===== src/rtl/rvc_pkg.sv =====
package rvc_pkg;

  typedef enum logic [2:0] {
    CLS_ALU_REG = 3'd0,
    CLS_ALU_IMM = 3'd1,
    CLS_LOAD    = 3'd2,
    CLS_STORE   = 3'd3,
    CLS_BRANCH  = 3'd4,
    CLS_JUMP    = 3'd5,
    CLS_JREG    = 3'd6,
    CLS_BREAK   = 3'd7
  } op_class_e;

  typedef enum logic [3:0] {
    FN_ADD = 4'd0,
    FN_SUB = 4'd1,
    FN_AND = 4'd2,
    FN_OR  = 4'd3,
    FN_XOR = 4'd4,
    FN_SLL = 4'd5,
    FN_SRL = 4'd6,
    FN_SRA = 4'd7,
    FN_EQ  = 4'd8,
    FN_NE  = 4'd9
  } alu_fn_e;

  typedef enum logic [3:0] {
    IMM_NONE,
    IMM_CI,
    IMM_SH,
    IMM_LUI,
    IMM_SP16,
    IMM_SPN4,
    IMM_CLW,
    IMM_CLD,
    IMM_CJ,
    IMM_CB,
    IMM_LWSP,
    IMM_LDSP,
    IMM_SWSP,
    IMM_SDSP
  } imm_sel_e;

  localparam logic [1:0] SZ_NONE  = 2'd0;
  localparam logic [1:0] SZ_WORD  = 2'd2;
  localparam logic [1:0] SZ_DWORD = 2'd3;

  typedef struct packed {
    op_class_e  cls;
    alu_fn_e    fn;
    logic [4:0] rd;
    logic [4:0] rs1;
    logic [4:0] rs2;
    imm_sel_e   imm_sel;
    logic [1:0] size;
    logic       link;
    logic       word;
    logic       ill;
  } uop_t;

  function automatic logic [4:0] creg(input logic [2:0] f);
    return {2'b01, f};
  endfunction

endpackage


===== src/rtl/rvc_imm_gen.sv =====
module rvc_imm_gen
  import rvc_pkg::*;
#(
  parameter int XLEN = 32
) (
  input  logic [12:2]     bits_i,
  input  imm_sel_e        sel_i,
  output logic [XLEN-1:0] imm_o
);
  localparam int RAW_W = 32;

  logic [12:0]      i;
  logic [RAW_W-1:0] v;

  assign i = {bits_i, 2'b00};

  always_comb begin
    unique case (sel_i)
      IMM_CI:   v = {{26{i[12]}}, i[12], i[6:2]};
      IMM_SH:   v = {26'b0, i[12], i[6:2]};
      IMM_LUI:  v = {{14{i[12]}}, i[12], i[6:2], 12'b0};
      IMM_SP16: v = {{22{i[12]}}, i[12], i[4:3], i[5], i[2], i[6], 4'b0};
      IMM_SPN4: v = {22'b0, i[10:7], i[12:11], i[5], i[6], 2'b0};
      IMM_CLW:  v = {25'b0, i[5], i[12:10], i[6], 2'b0};
      IMM_CLD:  v = {24'b0, i[6:5], i[12:10], 3'b0};
      IMM_CJ:   v = {{20{i[12]}}, i[12], i[8], i[10:9], i[6], i[7], i[2], i[11], i[5:3], 1'b0};
      IMM_CB:   v = {{23{i[12]}}, i[12], i[6:5], i[2], i[11:10], i[4:3], 1'b0};
      IMM_LWSP: v = {24'b0, i[3:2], i[12], i[6:4], 2'b0};
      IMM_LDSP: v = {23'b0, i[4:2], i[12], i[6:5], 3'b0};
      IMM_SWSP: v = {24'b0, i[8:7], i[12:9], 2'b0};
      IMM_SDSP: v = {23'b0, i[9:7], i[12:10], 3'b0};
      default:  v = '0;
    endcase
  end

  // all zero-extended forms have bit 31 clear, so one signed widening serves all
  assign imm_o = XLEN'($signed(v));

endmodule


===== src/rtl/rvc_decode_core.sv =====
module rvc_decode_core
  import rvc_pkg::*;
#(
  parameter int XLEN = 32
) (
  input  logic [15:0] instr_i,
  input  logic        ext_en_i,
  output uop_t        uop_o
);
  localparam bit IS64 = (XLEN == 64);

  logic [2:0] f3;
  logic [4:0] rdf, rs2f, rdp, rs1p;
  logic       imm6_zero, sh_bad, bad;
  uop_t       u;

  assign f3        = instr_i[15:13];
  assign rdf       = instr_i[11:7];
  assign rs2f      = instr_i[6:2];
  assign rdp       = creg(instr_i[4:2]);
  assign rs1p      = creg(instr_i[9:7]);
  assign imm6_zero = ({instr_i[12], instr_i[6:2]} == 6'd0);
  assign sh_bad    = imm6_zero || (!IS64 && instr_i[12]);

  always_comb begin
    u   = '0;
    bad = 1'b0;
    unique case (instr_i[1:0])
      2'b00: begin
        unique case (f3)
          3'b000: begin
            u.cls = CLS_ALU_IMM; u.rd = rdp; u.rs1 = 5'd2; u.imm_sel = IMM_SPN4;
            bad = (instr_i[12:5] == 8'd0);
          end
          3'b010: begin
            u.cls = CLS_LOAD; u.rd = rdp; u.rs1 = rs1p; u.imm_sel = IMM_CLW;
            u.size = SZ_WORD; u.word = 1'b1;
          end
          3'b011: begin
            u.cls = CLS_LOAD; u.rd = rdp; u.rs1 = rs1p; u.imm_sel = IMM_CLD;
            u.size = SZ_DWORD; bad = !IS64;
          end
          3'b110: begin
            u.cls = CLS_STORE; u.rs1 = rs1p; u.rs2 = rdp; u.imm_sel = IMM_CLW;
            u.size = SZ_WORD;
          end
          3'b111: begin
            u.cls = CLS_STORE; u.rs1 = rs1p; u.rs2 = rdp; u.imm_sel = IMM_CLD;
            u.size = SZ_DWORD; bad = !IS64;
          end
          default: bad = 1'b1;
        endcase
      end
      2'b01: begin
        unique case (f3)
          3'b000: begin
            u.cls = CLS_ALU_IMM; u.rd = rdf; u.rs1 = rdf; u.imm_sel = IMM_CI;
          end
          3'b001: begin
            if (IS64) begin
              u.cls = CLS_ALU_IMM; u.rd = rdf; u.rs1 = rdf; u.imm_sel = IMM_CI;
              u.word = 1'b1; bad = (rdf == 5'd0);
            end else begin
              u.cls = CLS_JUMP; u.rd = 5'd1; u.link = 1'b1; u.imm_sel = IMM_CJ;
            end
          end
          3'b010: begin
            u.cls = CLS_ALU_IMM; u.rd = rdf; u.imm_sel = IMM_CI;
          end
          3'b011: begin
            u.cls = CLS_ALU_IMM; bad = imm6_zero;
            if (rdf == 5'd2) begin
              u.rd = 5'd2; u.rs1 = 5'd2; u.imm_sel = IMM_SP16;
            end else begin
              u.rd = rdf; u.imm_sel = IMM_LUI;
            end
          end
          3'b100: begin
            u.rd = rs1p; u.rs1 = rs1p;
            unique case (instr_i[11:10])
              2'b00, 2'b01: begin
                u.cls = CLS_ALU_IMM; u.imm_sel = IMM_SH; bad = sh_bad;
                u.fn  = instr_i[10] ? FN_SRA : FN_SRL;
              end
              2'b10: begin
                u.cls = CLS_ALU_IMM; u.fn = FN_AND; u.imm_sel = IMM_CI;
              end
              default: begin
                u.cls = CLS_ALU_REG; u.rs2 = rdp;
                if (!instr_i[12]) begin
                  unique case (instr_i[6:5])
                    2'b00:   u.fn = FN_SUB;
                    2'b01:   u.fn = FN_XOR;
                    2'b10:   u.fn = FN_OR;
                    default: u.fn = FN_AND;
                  endcase
                end else begin
                  u.fn   = instr_i[5] ? FN_ADD : FN_SUB;
                  u.word = 1'b1;
                  bad    = !IS64 || instr_i[6];
                end
              end
            endcase
          end
          3'b101: begin
            u.cls = CLS_JUMP; u.imm_sel = IMM_CJ;
          end
          default: begin
            u.cls = CLS_BRANCH; u.rs1 = rs1p; u.imm_sel = IMM_CB;
            u.fn  = f3[0] ? FN_NE : FN_EQ;
          end
        endcase
      end
      2'b10: begin
        unique case (f3)
          3'b000: begin
            u.cls = CLS_ALU_IMM; u.fn = FN_SLL; u.rd = rdf; u.rs1 = rdf;
            u.imm_sel = IMM_SH; bad = sh_bad;
          end
          3'b010: begin
            u.cls = CLS_LOAD; u.rd = rdf; u.rs1 = 5'd2; u.imm_sel = IMM_LWSP;
            u.size = SZ_WORD; u.word = 1'b1; bad = (rdf == 5'd0);
          end
          3'b011: begin
            u.cls = CLS_LOAD; u.rd = rdf; u.rs1 = 5'd2; u.imm_sel = IMM_LDSP;
            u.size = SZ_DWORD; bad = !IS64 || (rdf == 5'd0);
          end
          3'b100: begin
            if (rs2f != 5'd0) begin
              u.cls = CLS_ALU_REG; u.rd = rdf; u.rs2 = rs2f;
              u.rs1 = instr_i[12] ? rdf : 5'd0;
            end else if (!instr_i[12]) begin
              u.cls = CLS_JREG; u.rs1 = rdf; bad = (rdf == 5'd0);
            end else if (rdf == 5'd0) begin
              u.cls = CLS_BREAK;
            end else begin
              u.cls = CLS_JREG; u.rs1 = rdf; u.rd = 5'd1; u.link = 1'b1;
            end
          end
          3'b110: begin
            u.cls = CLS_STORE; u.rs1 = 5'd2; u.rs2 = rs2f; u.imm_sel = IMM_SWSP;
            u.size = SZ_WORD;
          end
          3'b111: begin
            u.cls = CLS_STORE; u.rs1 = 5'd2; u.rs2 = rs2f; u.imm_sel = IMM_SDSP;
            u.size = SZ_DWORD; bad = !IS64;
          end
          default: bad = 1'b1;
        endcase
      end
      default: bad = 1'b1;
    endcase
    if (!ext_en_i || bad) begin
      u     = '0;
      u.ill = 1'b1;
    end
  end

  assign uop_o = u;

endmodule


===== src/rtl/rvc_decoder.sv =====
module rvc_decoder
  import rvc_pkg::*;
#(
  parameter int XLEN = 32
) (
  input  logic            clk_i,
  input  logic            rst_ni,
  input  logic [15:0]     instr_i,
  input  logic            ext_en_i,
  output logic [2:0]      op_class_o,
  output logic [3:0]      alu_fn_o,
  output logic [4:0]      rd_o,
  output logic [4:0]      rs1_o,
  output logic [4:0]      rs2_o,
  output logic [XLEN-1:0] imm_o,
  output logic [1:0]      size_o,
  output logic            link_o,
  output logic            word_o,
  output logic            illegal_o
);
  uop_t            uop;
  logic [XLEN-1:0] imm;

  rvc_decode_core #(.XLEN(XLEN)) u_core (
    .instr_i  (instr_i),
    .ext_en_i (ext_en_i),
    .uop_o    (uop)
  );

  rvc_imm_gen #(.XLEN(XLEN)) u_imm (
    .bits_i (instr_i[12:2]),
    .sel_i  (uop.imm_sel),
    .imm_o  (imm)
  );

  always_ff @(posedge clk_i or negedge rst_ni) begin
    if (!rst_ni) begin
      op_class_o <= '0;
      alu_fn_o   <= '0;
      rd_o       <= '0;
      rs1_o      <= '0;
      rs2_o      <= '0;
      imm_o      <= '0;
      size_o     <= '0;
      link_o     <= 1'b0;
      word_o     <= 1'b0;
      illegal_o  <= 1'b0;
    end else begin
      op_class_o <= uop.cls;
      alu_fn_o   <= uop.fn;
      rd_o       <= uop.rd;
      rs1_o      <= uop.rs1;
      rs2_o      <= uop.rs2;
      imm_o      <= imm;
      size_o     <= uop.size;
      link_o     <= uop.link;
      word_o     <= uop.word;
      illegal_o  <= uop.ill;
    end
  end

endmodule


===== config.mk =====
export PLATFORM = sky130hd
export DESIGN_NAME = rvc_decoder
export DESIGN_NICKNAME = d
export VERILOG_FILES = /design/src/rtl/rvc_pkg.sv /design/src/rtl/rvc_imm_gen.sv /design/src/rtl/rvc_decode_core.sv /design/src/rtl/rvc_decoder.sv
export SDC_FILE = /design/constraint.sdc
export NUM_CORES = 1
export LEC_CHECK = 0
export ABC_AREA = 1
export BUFFER_PORTS_ARGS = -buffer_cell sky130_fd_sc_hd__buf_4
export CORE_MARGIN = 1
export CORE_UTILIZATION = 43
export DETAILED_ROUTE_END_ITERATION = 6
export PLACE_DENSITY_LB_ADDON = 0.1
export SLEW_MARGIN = 20
export SYNTH_ARGS = -nofsm -noshare
export SYNTH_HDL_FRONTEND = slang
export SYNTH_SLANG_ARGS = --single-unit

===== constraint.sdc =====
create_clock -name clk_i -period 1.1 [get_ports clk_i]
set_input_delay 0.22 -clock clk_i [delete_from_list [all_inputs] [get_ports clk_i]]
set_output_delay 0.22 -clock clk_i [all_outputs]
set_load 0.05 [all_outputs]

==> summary.md, run 1 <==
| Metric | Value |
|---|---|
| Initial DRC Count | `178` |
| Min-delay src | `instr_i[11]` |
| FFs w/ async S/R, synth | `between 90% and 100%` |
| Syn Nets | `a little under 400` |
| Vias post-DR | `3227` |
| Slew Viols, Final | `0` |
| Antenna Cells | `0` |
| Most used cell, CP | `nand3_1` |
| Die X | `84.4 µm` |
| Max Freq | `roughly 580 MHz` |
| Core area | `between 6000 and 7000 µm²` |
| I/O pin total | `slightly below 80` |
| Place WS | `-0.919 ns` |
| Slew margin rel. | `between 60% and 70%` |
| Crit path time final | `roughly 1.7 ns` |
| Register area share after synthesis | `approximately two fifths` |
| Root Driver | `clkbuf_8` |
| Largest net degree at the start of global routing | `46` |
| Metal-1 WL | `between 4000 and 5000 µm` |
| Remaining Overflow, GRT | `0` |
| Max layer used | `met4` |
| Worst Hold Path EP | `imm_o[4]` |
| CP Max Fanout | `7` |
| CTS tree | `yes` |
| Mapped cell area | `between 2000 and 3000 µm²` |
| Final HPWL DP | `about 7500 µm` |
| Peak VDD IR | `0.000566 V` |
| Area contributors post-synth | `dfrtp_1 (39%), nand2_1 (8.8%), nand3_1 (7.0%), nor2_1 (5.4%), buf_4 (4.4%)` |
| Die H | `approximately 84 µm` |
| Initial Util | `a little under half` |
| Synthesized area per cell | `slightly below 8 µm²` |
| Max Cap Viol | `0` |
| Placed cells | `584` |
| Share of post-route cells with drive strength above 1 | `56.5%` |
| Top_reg_cell synth | `dfrtp_1` |
| DRT Wirelength | `10300 µm` |
| FP Rows | `29` |
| Post-synthesis cell type count | `44` |
| TritonCTS Buffers | `5` |
| Fin nets | `553` |
| Worst Setup SP | `instr_i[11]` |
| Crit path required time | `around 1.3 ns` |
| Via/cell ratio | `about 5.3` |
| Number of enable flip-flop cells after synthesis | `0` |
| Synth top area share | `between 30% and 40%` |
| Worst setup margin | `-0.611 ns` |
| Drc violations | `9` |
| Yosys warnings | `0` |
| Period utilization | `156%` |
| Critical Path End Type | `flop` |
| Pwr per Cell Area | `about 1000 nW/µm²` |
| Setup_tns | `-20.23 ns` |
| Status | `finished with violations` |
| Synthesized instance count | `~370` |
| Most frequent cell after synthesis | `nand2_1` |
| CP max stage cell | `buf_4` |
| CTS Buffer Depth | `2` |
| DIE AREA | `7120 µm²` |
| Failing checks | `design-rule violations, negative setup slack` |
| Wire length on met3 | `approximately 800 µm` |
| Hold crit path type | `in -> reg` |
| CP Launch Type | `input port` |
| Hold Slack | `0.218 ns` |
| Vias in the first global route | `just over 3k` |
| Post-route ant nets | `0` |
| Final Util | `around 76%` |
| Synth cell count leaders | `nand2_1 (68), dfrtp_1 (45), nor2_1 (42), nand3_1 (41), inv_1 (29)` |
| H-tree levels | `2` |
| Top cell type by total area after synthesis | `dfrtp_1` |
| Leakage power | `0.00250 µW` |
| Wire per inst | `roughly 17 µm` |
| Crit path cell chain | `buf_4 -> nor2_1 -> nand3_1 -> nand2_2 -> nand2_1 -> nand2_1 -> nand3_1 -> buf_4 -> nor2_4 -> nand3_2 -> o21ai_2 -> inv_2 -> nand3_1` |
| CTS clk-pin slew, worst paths | `roughly 0.080 ns` |
| Synthesized flop and latch total | `45` |
| I/O Buffers | `77` |
| DR WL met2 | `between 4000 and 5000 µm` |
| Clock Sink Count | `45` |
| Antenna violations before repair | `0` |
| Worst Max-Slew Pin Slew | `0.550 ns` |
| RD Place Congestion | `0.990` |
| Total Routing Usage GR | `28.4%` |
| Final-report hold violation count | `0` |
| DRT Pass-1 Iters | `7` |
| Area growth syn-to-layout | `67.5%` |
| Setup CP Type | `in -> reg` |
| Final Setup Violations | `59` |
| Arr. time, crit path | `1.94 ns` |
| Worst hold path cell count | `3` |
| First-pass GRT wire length | `roughly 16000 µm` |
| Largest stage delay, worst path | `around 0.24 ns` |
| RSZ-0062 raised after global routing | `yes` |
| Non-filler cells, final | `between 600 and 700` |
==> placed cells by master, fill, tap and decap left out, types with 3 or more instances in the layout <==
cell type	instances
o21ai_1	3
a21oi_2	5
o21ai_4	4
inv_2	16
buf_8	15
nand2_4	7
buf_6	19
a21oi_1	10
nor2_1	29
nand3b_1	3
nand2_2	17
nand4_1	4
nand3_4	4
o21ai_0	10
dfrtp_1	44
clkbuf_8	6
nor2_2	11
inv_1	22
nand3_2	14
o21ai_2	6
nor2_4	15
nor3_1	3
inv_4	3
nand3_1	30
nand2_1	56
buf_4	135
==> layer usage <==
layer | global-route usage, % | up-vias
met3 | 3.74 | 13
met2 | 46.0 | 155
li1 | - | 1530
met1 | 40.4 | 1529
met4 | 6.93 | 0
met5 | 0 | -
==> cell families (layout without fill, tap and decap cells) <==
group,count (synthesis),in the layout,share of synthesized area (%)
other,1,1,0.129
adder cells (fa/ha/maj),4,4,1.72
buffers and inverters,66,223,11.2
flip-flops,45,45,38.6
AO/OA/AOI/OAI,56,57,12.5
AND/OR/NAND/NOR,200,201,35.8
==> per-stage QoR <==
step                area, µm²  power [µW]
CTS                      4460        4620
global placement         4130        3220
global route             4890        5000
finish                   4890        4810
floorplan                3020        2660
detailed placement       4130        3230
==> where the power goes <==
| part | internal [µW] | switching [µW] |
|---|---|---|
| Combinational | 663 | 1090 |
| Clock | 739 | 578 |
| Sequential | 1720 | 23.3 |
| Total | 3120 | 1690 |
==> critical path: cells and delay by family <==
| kind | cells | cell delay (ns) |
|---|---|---|
| and+or+nand+nor | 9 | 1.14 |
| buffers and inverters | 3 | 0.48 |
| AOI/OAI and AO/OA | 1 | 0.11 |
==> flip-flops by register name, summed over array words and instances (netlist names) <==
| register | flops |
|---|---|
| imm_o | 18 |
| rd_o | 5 |
| rs1_o | 5 |
| rs2_o | 5 |
| alu_fn_o | 4 |
| op_class_o | 3 |
| size_o | 2 |
| illegal_o | 1 |
| link_o | 1 |
| word_o | 1 |
==> worst max-delay path by stage <==
| stage | end |
|---|---|
| floorplan | imm_o[12] |
| global placement | imm_o[5] |
| detailed placement | imm_o[10] |
| CTS | imm_o[10] |
| global route | imm_o[13] |
| finish | imm_o[12] |
==> area by class of cell <==
class / count / area [µm²]
well taps: 77 / 96.3
inverters: 43 / 189
multi-input cells: 263 / 1850
clock inverters: 2 / 37.5
flip-flops and latches: 45 / 1130
clock buffers: 6 / 82.6
fillers: 500 / 1570
repair buffers: 172 / 1510
==> repair_timing <==
item	4_1_cts	5_1_grt
gates cloned	2	1
pin swaps	15	20
setup endpoints to repair	61	66
hold endpoints to repair	45	0
hold buffers	1	0
setup buffers	5	7
gates resized for setup	36	93
Note: power is estimated with default switching activity, not from simulation.
==> run 2: changes to the inputs <==
--- a/config.mk
+++ b/config.mk
@@ -6,11 +6,12 @@
 export NUM_CORES = 1
 export LEC_CHECK = 0
 export ABC_AREA = 1
+export ABC_CLOCK_PERIOD_IN_PS = 1100
 export BUFFER_PORTS_ARGS = -buffer_cell sky130_fd_sc_hd__buf_4
 export CORE_MARGIN = 1
 export CORE_UTILIZATION = 43
 export DETAILED_ROUTE_END_ITERATION = 6
-export PLACE_DENSITY_LB_ADDON = 0.1
+export PLACE_DENSITY = 0.71
 export SLEW_MARGIN = 20
 export SYNTH_ARGS = -nofsm -noshare
 export SYNTH_HDL_FRONTEND = slang
==> summary.md, run 2 (synthesis gave the netlist of run 1 again) <==
| Metric | Value |
|---|---|
| Status | `finished with violations` |
| Failing checks | `design-rule violations, negative setup slack` |
| Antenna Cells | `0 (unchanged)` |
| CTS tree | `yes` |
| Total Routing Usage GR | `28.6% (+0.23 points)` |
| Hold crit path type | `in -> reg` |
| H-tree levels | `2 (unchanged)` |
| I/O pin total | `78 (unchanged)` |
| Crit path time final | `1.70 ns (-0.0135 ns)` |
| FP Rows | `29 (unchanged)` |
| Most common cell after layout, fill and taps aside | `buf_4` |
| Pwr per Cell Area | `925 nW/µm² (-6.0%)` |
| Max Cap Viol | `0 (unchanged)` |
| Largest reg by FF count | `imm_o` |
| RD Place Congestion | `0.947 (-4.4%)` |
| I/O Buffers | `77 (unchanged)` |
| Setup CP Type | `in -> reg` |
| Cell Area, Placed | `4200 µm² (+1.7%)` |
| RSZ-0062 raised after global routing | `yes` |
| Remaining Overflow, GRT | `0 (unchanged)` |
| Clock Sink Count | `45 (unchanged)` |
| Core area | `6460 µm² (unchanged)` |
| Antenna violations before repair | `0 (unchanged)` |
| Arr. time, crit path | `1.94 ns (about the same)` |
| Post-route ant nets | `0 (unchanged)` |
| Most frequent cells in the layout | `buf_4 (117), nand2_1 (55), dfrtp_1 (44)` |
| Wire per inst | `17.1 µm (+1.3%)` |
| Max FFs per register | `18 (unchanged)` |
| Final HPWL DP | `7550 µm (+0.19%)` |
| DRT Pass-1 Iters | `7 (unchanged)` |
| Fin nets | `555 (+0.36%)` |
| Vias in the first global route | `3184 (+3.9%)` |
| Vias post-DR | `3291 (+2.0%)` |
| Drc violations | `10 (+1)` |
| Largest net degree at the start of global routing | `25 (-46%)` |
| Area growth syn-to-layout | `70.0%` |
| CTS clk-pin slew, worst paths | `0.09 ns (about the same)` |
| DIE AREA | `7120 µm² (unchanged)` |
| Slew Viols, Final | `0 (unchanged)` |
| Final-report hold violation count | `0 (unchanged)` |
| Final Util | `76.8% (+1.1 points)` |
| Initial DRC Count | `246 (+38%)` |
| Initial Util | `45.2% (unchanged)` |
| DRT Wirelength | `10400 µm (+1.6%)` |
| Leakage power | `0.00252 µW (+1.1%)` |
| Fill cells | `448 (-10%)` |
| Share of post-route cells with drive strength above 1 | `57.6% (+1.1 points)` |
| CP Launch Type | `input port` |
| Worst setup margin | `-0.598 ns (+0.0135 ns)` |
| Peak VDD IR | `0.000559 V (-1.3%)` |
| CP Max Fanout | `6 (-1)` |
| Max Freq | `589 MHz (+0.79%)` |
| Die X | `84.4 µm (unchanged)` |
| TritonCTS Buffers | `5 (unchanged)` |
| Critical Path End Type | `flop` |
| Root Driver | `clkbuf_8` |
| Final Cell Area | `4960 µm² (+1.5%)` |
| Period utilization | `154% (-1.2 points)` |
| CTS Buffer Depth | `2 (unchanged)` |
| Non-filler cells, final | `610 (+0.33%)` |
| Via/cell ratio | `5.40 (+1.6%)` |
| First-pass GRT wire length | `15800 µm (+0.44%)` |
| Crit path required time | `1.34 ns (about the same)` |
| Placed cells | `590 (+1.0%)` |
| Die H | `84.4 µm (unchanged)` |
| Final Setup Violations | `59 (unchanged)` |
| Setup_tns | `-20.94 ns (-0.715 ns)` |
## run 2: cell count changes in the layout (fill, tap and decap cells not counted), moves of 4 or more
cell    previous run  this run
buf_6             19        41
buf_12             1         5
buf_4            135       117
buf_8             15         9
## run 2: timing repair
action / CTS / global route
setup buffers: 6 / 3
endpoints found under the setup margin: 62 / 82
cloned: 1 / 2
hold buffers: 1 / 0
resized for setup: 69 / 79
endpoints found under the hold margin: 16 / 0
pin swaps: 18 / 25
## run 2: where the power goes
part	switching, µW	leakage (µW)	internal [µW]
sequential	28.9	0.000613	1720
clock	601	0.0000445	451
combinational	1090	0.00187	694
total	1720	0.00252	2860
## run 2: critical path, cell delays in order
cell and delay, ns:
buf_12 0.09, inv_12 0.03, ha_4 0.16, inv_8 0.05
nor2_4 0.03, nand2_2 0.05, nor2_2 0.04, nor2_2 0.12
nand2_2 0.11, nor2_8 0.20, buf_4 0.18, nand4_1 0.14
inv_1 0.13, nand2_1 0.13, a21oi_2 0.13, inv_1 0.05
nand2_1 0.07
## run 2: final cells by class
cell class / instances / area, µm² / share of cell area (%)
timing repair buffer: 174 / 1610 / 32.5
multi-input combinational: 263 / 1840 / 37.2
tap: 77 / 96.3 / 1.94
inverter: 43 / 191 / 3.86
clock buffer: 5 / 68.8 / 1.39
clock inverter: 3 / 21.3 / 0.429
sequential: 45 / 1130 / 22.7
## run 2: final timing paths
kind | endpoint | from | depth (start not counted) | slack, ns
min in group asynchronous | rs1_o[3] | rst_ni | 2 | 0.40
hold / removal | imm_o[4] | instr_i[11] | 3 | 0.20
setup / recovery | imm_o[1] | instr_i[1] | 17 | -0.60
max in group asynchronous | imm_o[30] | rst_ni | 3 | 0.28
## run 2: through the flow
stage / power [µW] / hold slack (ns) / setup WS [ns]
after floorplan: 2660 / -0.0756 / -0.720
after global placement: 3230 / 0.0939 / -0.931
after detailed placement: 3250 / 0.105 / -1.02
after CTS: 4420 / 0.213 / -0.551
after global routing: 4760 / 0.199 / -0.736
final: 4580 / 0.201 / -0.598
## run 2: metal layers
metal | track usage [%] | routed length, µm | vias to the layer above | share of wire (%)
li1 | - | - | 1536 | -
met1 | 39.3 | 4340 | 1565 | 42
met2 | 44.5 | 5090 | 163 | 49
met3 | 5.01 | 680 | 27 | 6.5
met4 | 12.5 | 318 | 0 | 3.0
met5 | 0 | 0 | - | 0
==> run 3: changes to the inputs <==
--- a/config.mk
+++ b/config.mk
@@ -5,13 +5,13 @@
 export SDC_FILE = /design/constraint.sdc
 export NUM_CORES = 1
 export LEC_CHECK = 0
-export ABC_AREA = 1
 export ABC_CLOCK_PERIOD_IN_PS = 1100
 export BUFFER_PORTS_ARGS = -buffer_cell sky130_fd_sc_hd__buf_4
 export CORE_MARGIN = 1
 export CORE_UTILIZATION = 43
 export DETAILED_ROUTE_END_ITERATION = 6
-export PLACE_DENSITY = 0.71
+export MAX_ROUTING_LAYER = met4
+export PLACE_DENSITY = 0.72
 export SLEW_MARGIN = 20
 export SYNTH_ARGS = -nofsm -noshare
 export SYNTH_HDL_FRONTEND = slang
==> summary.md, run 3 <==
| Metric | Value |
|---|---|
| Status | `finished with violations` |
| Failing checks | `design-rule violations, negative setup slack` |
| Peak VDD IR | `0.000829 V (+48%)` |
| Clock share of power | `24.7% (+1.7 points)` |
| DRT Wirelength | `16200 µm (+56%)` |
| Setup_tns | `-33.93 ns (-12.98 ns)` |
| I/O pin total | `78 (unchanged)` |
| Post-route ant nets | `0 (unchanged)` |
| Initial DRC Count | `778 (+220%)` |
| Arr. time, crit path | `2.28 ns (+0.34 ns)` |
| Top cell type by total area after synthesis | `dfrtp_1` |
| Seq pwr share | `30.8% (-7.3 points)` |
| Synthesized flop and latch total | `45 (unchanged)` |
| I/O Buffers | `77 (unchanged)` |
| Max Cap Viol | `0 (unchanged)` |
| Slew Viols, Final | `0 (unchanged)` |
| Hold crit path type | `in -> reg` |
| H-tree levels | `2 (unchanged)` |
| Area growth syn-to-layout | `97.8%` |
| Crit path time final | `2.06 ns (+0.362 ns)` |
| Max Freq | `485 MHz (-18%)` |
| Largest net degree at the start of global routing | `28 (+12%)` |
| Pwr per Cell Area | `997 nW/µm² (+7.8%)` |
| Critical Path End Type | `flop` |
| Most frequent cell after synthesis | `dfrtp_1` |
| Critical path's top delay family | `compound AO/OA/AOI/OAI gates` |
| Vias post-DR | `4174 (+27%)` |
| Largest reg by FF count | `imm_o` |
| Die H | `83.6 µm (-0.90%)` |
| Fill cells | `279 (-38%)` |
| Number of enable flip-flop cells after synthesis | `0 (unchanged)` |
| FFs w/ async S/R, synth | `100% (unchanged)` |
| Synth cell count leaders | `dfrtp_1 (45), nand2_1 (34), nor2_1 (28), a21oi_1 (27)` |
| Post-synthesis cell type count | `65 (+48%)` |
| Cell-internal power | `3520 µW (+23%)` |
| Root Driver | `clkbuf_8` |
| Area contributors post-synth | `dfrtp_1 (39%), a21oi_1 (4.7%), nand2_1 (4.5%), buf_4 (3.7%), nor2_1 (3.7%)` |
| Antenna violations before repair | `0 (unchanged)` |
| Tot Pwr | `5650 µW (+23%)` |
| Crit path cell chain | `buf_12 -> inv_6 -> ha_4 -> buf_12 -> buf_12 -> nand2_1 -> a21boi_2 -> buf_6 -> nand2_1 -> nor3_1 -> o21ai_1 -> a31oi_1` |
| Switching Fraction | `37.7% (+0.21 points)` |
| Via/cell ratio | `6.98 (+29%)` |
| Synthesized instance count | `338 (-9.1%)` |
| CP bufs+invs | `5 (-1)` |
| Most common cell after layout, fill and taps aside | `buf_4` |
| Final-report hold violation count | `0 (unchanged)` |
| Worst setup margin | `-0.960 ns (-0.362 ns)` |
| Mapped cell area | `2860 µm² (-1.8%)` |
| Final HPWL DP | `7030 µm (-7.0%)` |
| CTS Buffer Depth | `2 (unchanged)` |
| Die X | `83.6 µm (-0.90%)` |
| Register area | `1130 µm² (unchanged)` |
| FP Rows | `29 (unchanged)` |
| Fin nets | `543 (-2.2%)` |
| RSZ-0062 raised after global routing | `yes` |
| Period utilization | `187% (+33 points)` |
| Remaining Overflow, GRT | `0 (unchanged)` |
| Drc violations | `15 (+5)` |
| Register area share after synthesis | `39.3% (+0.73 points)` |
| Comb pwr share | `44.4% (+5.5 points)` |
| CP Max Fanout | `11 (+5)` |
| Largest stage delay, worst path | `0.37 ns (+0.17 ns)` |
| Setup CP Type | `in -> reg` |
| Crit path required time | `1.32 ns (-0.02 ns)` |
| Core area | `6390 µm² (-1.1%)` |
| Final Util | `88.7% (+12 points)` |
| CP Launch Type | `input port` |
| Clock Sink Count | `45 (unchanged)` |
| Switch Pwr | `2130 µW (+24%)` |
| Total Routing Usage GR | `36.4% (+7.8 points)` |
| DIE AREA | `6990 µm² (-1.8%)` |
| Initial Util | `44.8% (-0.33 points)` |
| TritonCTS Buffers | `5 (unchanged)` |
| RD Place Congestion | `0.952 (+0.58%)` |
| CP max stage cell | `a21boi_2` |
| Footprint of the multi-input gates | `2100 µm² (+14%)` |
| Final Setup Violations | `72 (+22%)` |
| Most used cell, CP | `buf_12` |
| Wire per inst | `27.1 µm (+59%)` |
| Max FFs per register | `18 (unchanged)` |
| Synthesized area per cell | `8.47 µm² (+8.0%)` |
| CTS tree | `yes` |
| DRT Pass-1 Iters | `7 (unchanged)` |
| Synth top area share | `39.3% (+0.73 points)` |
| Top_reg_cell synth | `dfrtp_1` |
| Syn Nets | `361 (-8.6%)` |
| Antenna Cells | `0 (unchanged)` |
| Yosys warnings | `0 (unchanged)` |
| Share of post-route cells with drive strength above 1 | `61.8% (+4.2 points)` |
| First-pass GRT wire length | `19200 µm (+21%)` |
| Vias in the first global route | `3563 (+12%)` |
| Most frequent cells in the layout | `buf_4 (136), buf_6 (46), dfrtp_1 (44)` |
| Leakage power | `0.00252 µW (-0.22%)` |
| CTS clk-pin slew, worst paths | `0.11 ns (+0.02 ns)` |
==> run 3: cell families after synthesis <==
logic type      Yosys count  synth area share, %
buf+inv                  53                 10.0
flops                    45                 39.3
other cells               1                0.131
fa+ha+maj                 4                 1.75
compound gates           93                 21.2
mux                       3                 1.14
simple gates            137                 25.8
xor+xnor                  2                0.612
==> run 3: path summary, 6_finish.rpt <==
check	start	to	slack, ns	cells after the start
max in group asynchronous	rst_ni	rs2_o[4]	0.32	3
worst min-delay path	instr_i[3]	imm_o[1]	0.31	4
min in group asynchronous	rst_ni	imm_o[30]	0.32	2
worst max-delay path	instr_i[0]	imm_o[7]	-0.96	12
==> run 3: power groups by stage <==
stage          combinational, µW  sequential, µW  clock, µW
6_report                    2510            1740       1400
5_1_grt                     2540            1740       1470
4_1_cts                     1990            1730       1340
3_5_place_dp                1530            1770          0
3_3_place_gp                1510            1760          0
2_1_floorplan                737            1980          0
==> run 3: layout make-up <==
cell class | instances | share of cell area, %
repair buffers | 217 | 38.3
flip-flops and latches | 45 | 19.9
clock inverters | 2 | 0.663
inverters | 9 | 0.906
clock buffers | 6 | 1.46
well taps | 77 | 1.70
multi-input cells | 242 | 37.1
==> run 3: what timing repair did <==
action / in CTS / in global routing
hold buffers: 1 / 0
gates resized for setup: 148 / 80
endpoints found under the hold margin: 18 / 0
pin swaps: 27 / 23
buffers inserted: 24 / 29
cloned: 5 / 0
endpoints found under the setup margin: 59 / 82
==> run 3: through the flow <==
stage	instances	setup WS, ns	cell area (µm²)	hold slack, ns
final	598	-0.960	5660	0.305
after global routing	598	-1.05	5660	0.294
after CTS	572	-0.574	5080	0.288
after detailed placement	534	-1.06	4070	0.117
after global placement	534	-1.01	4070	0.114
after floorplan	338	-0.735	3040	-0.0756
==> run 3: routing by layer <==
layer  track usage, %  up-vias  wire length (µm)
li1                 -     1571                 -
met1             43.9     1932              5100
met5                -        -                 0
met2             57.4      480              7330
met3             7.52      191              2170
met4             19.4        0              1620
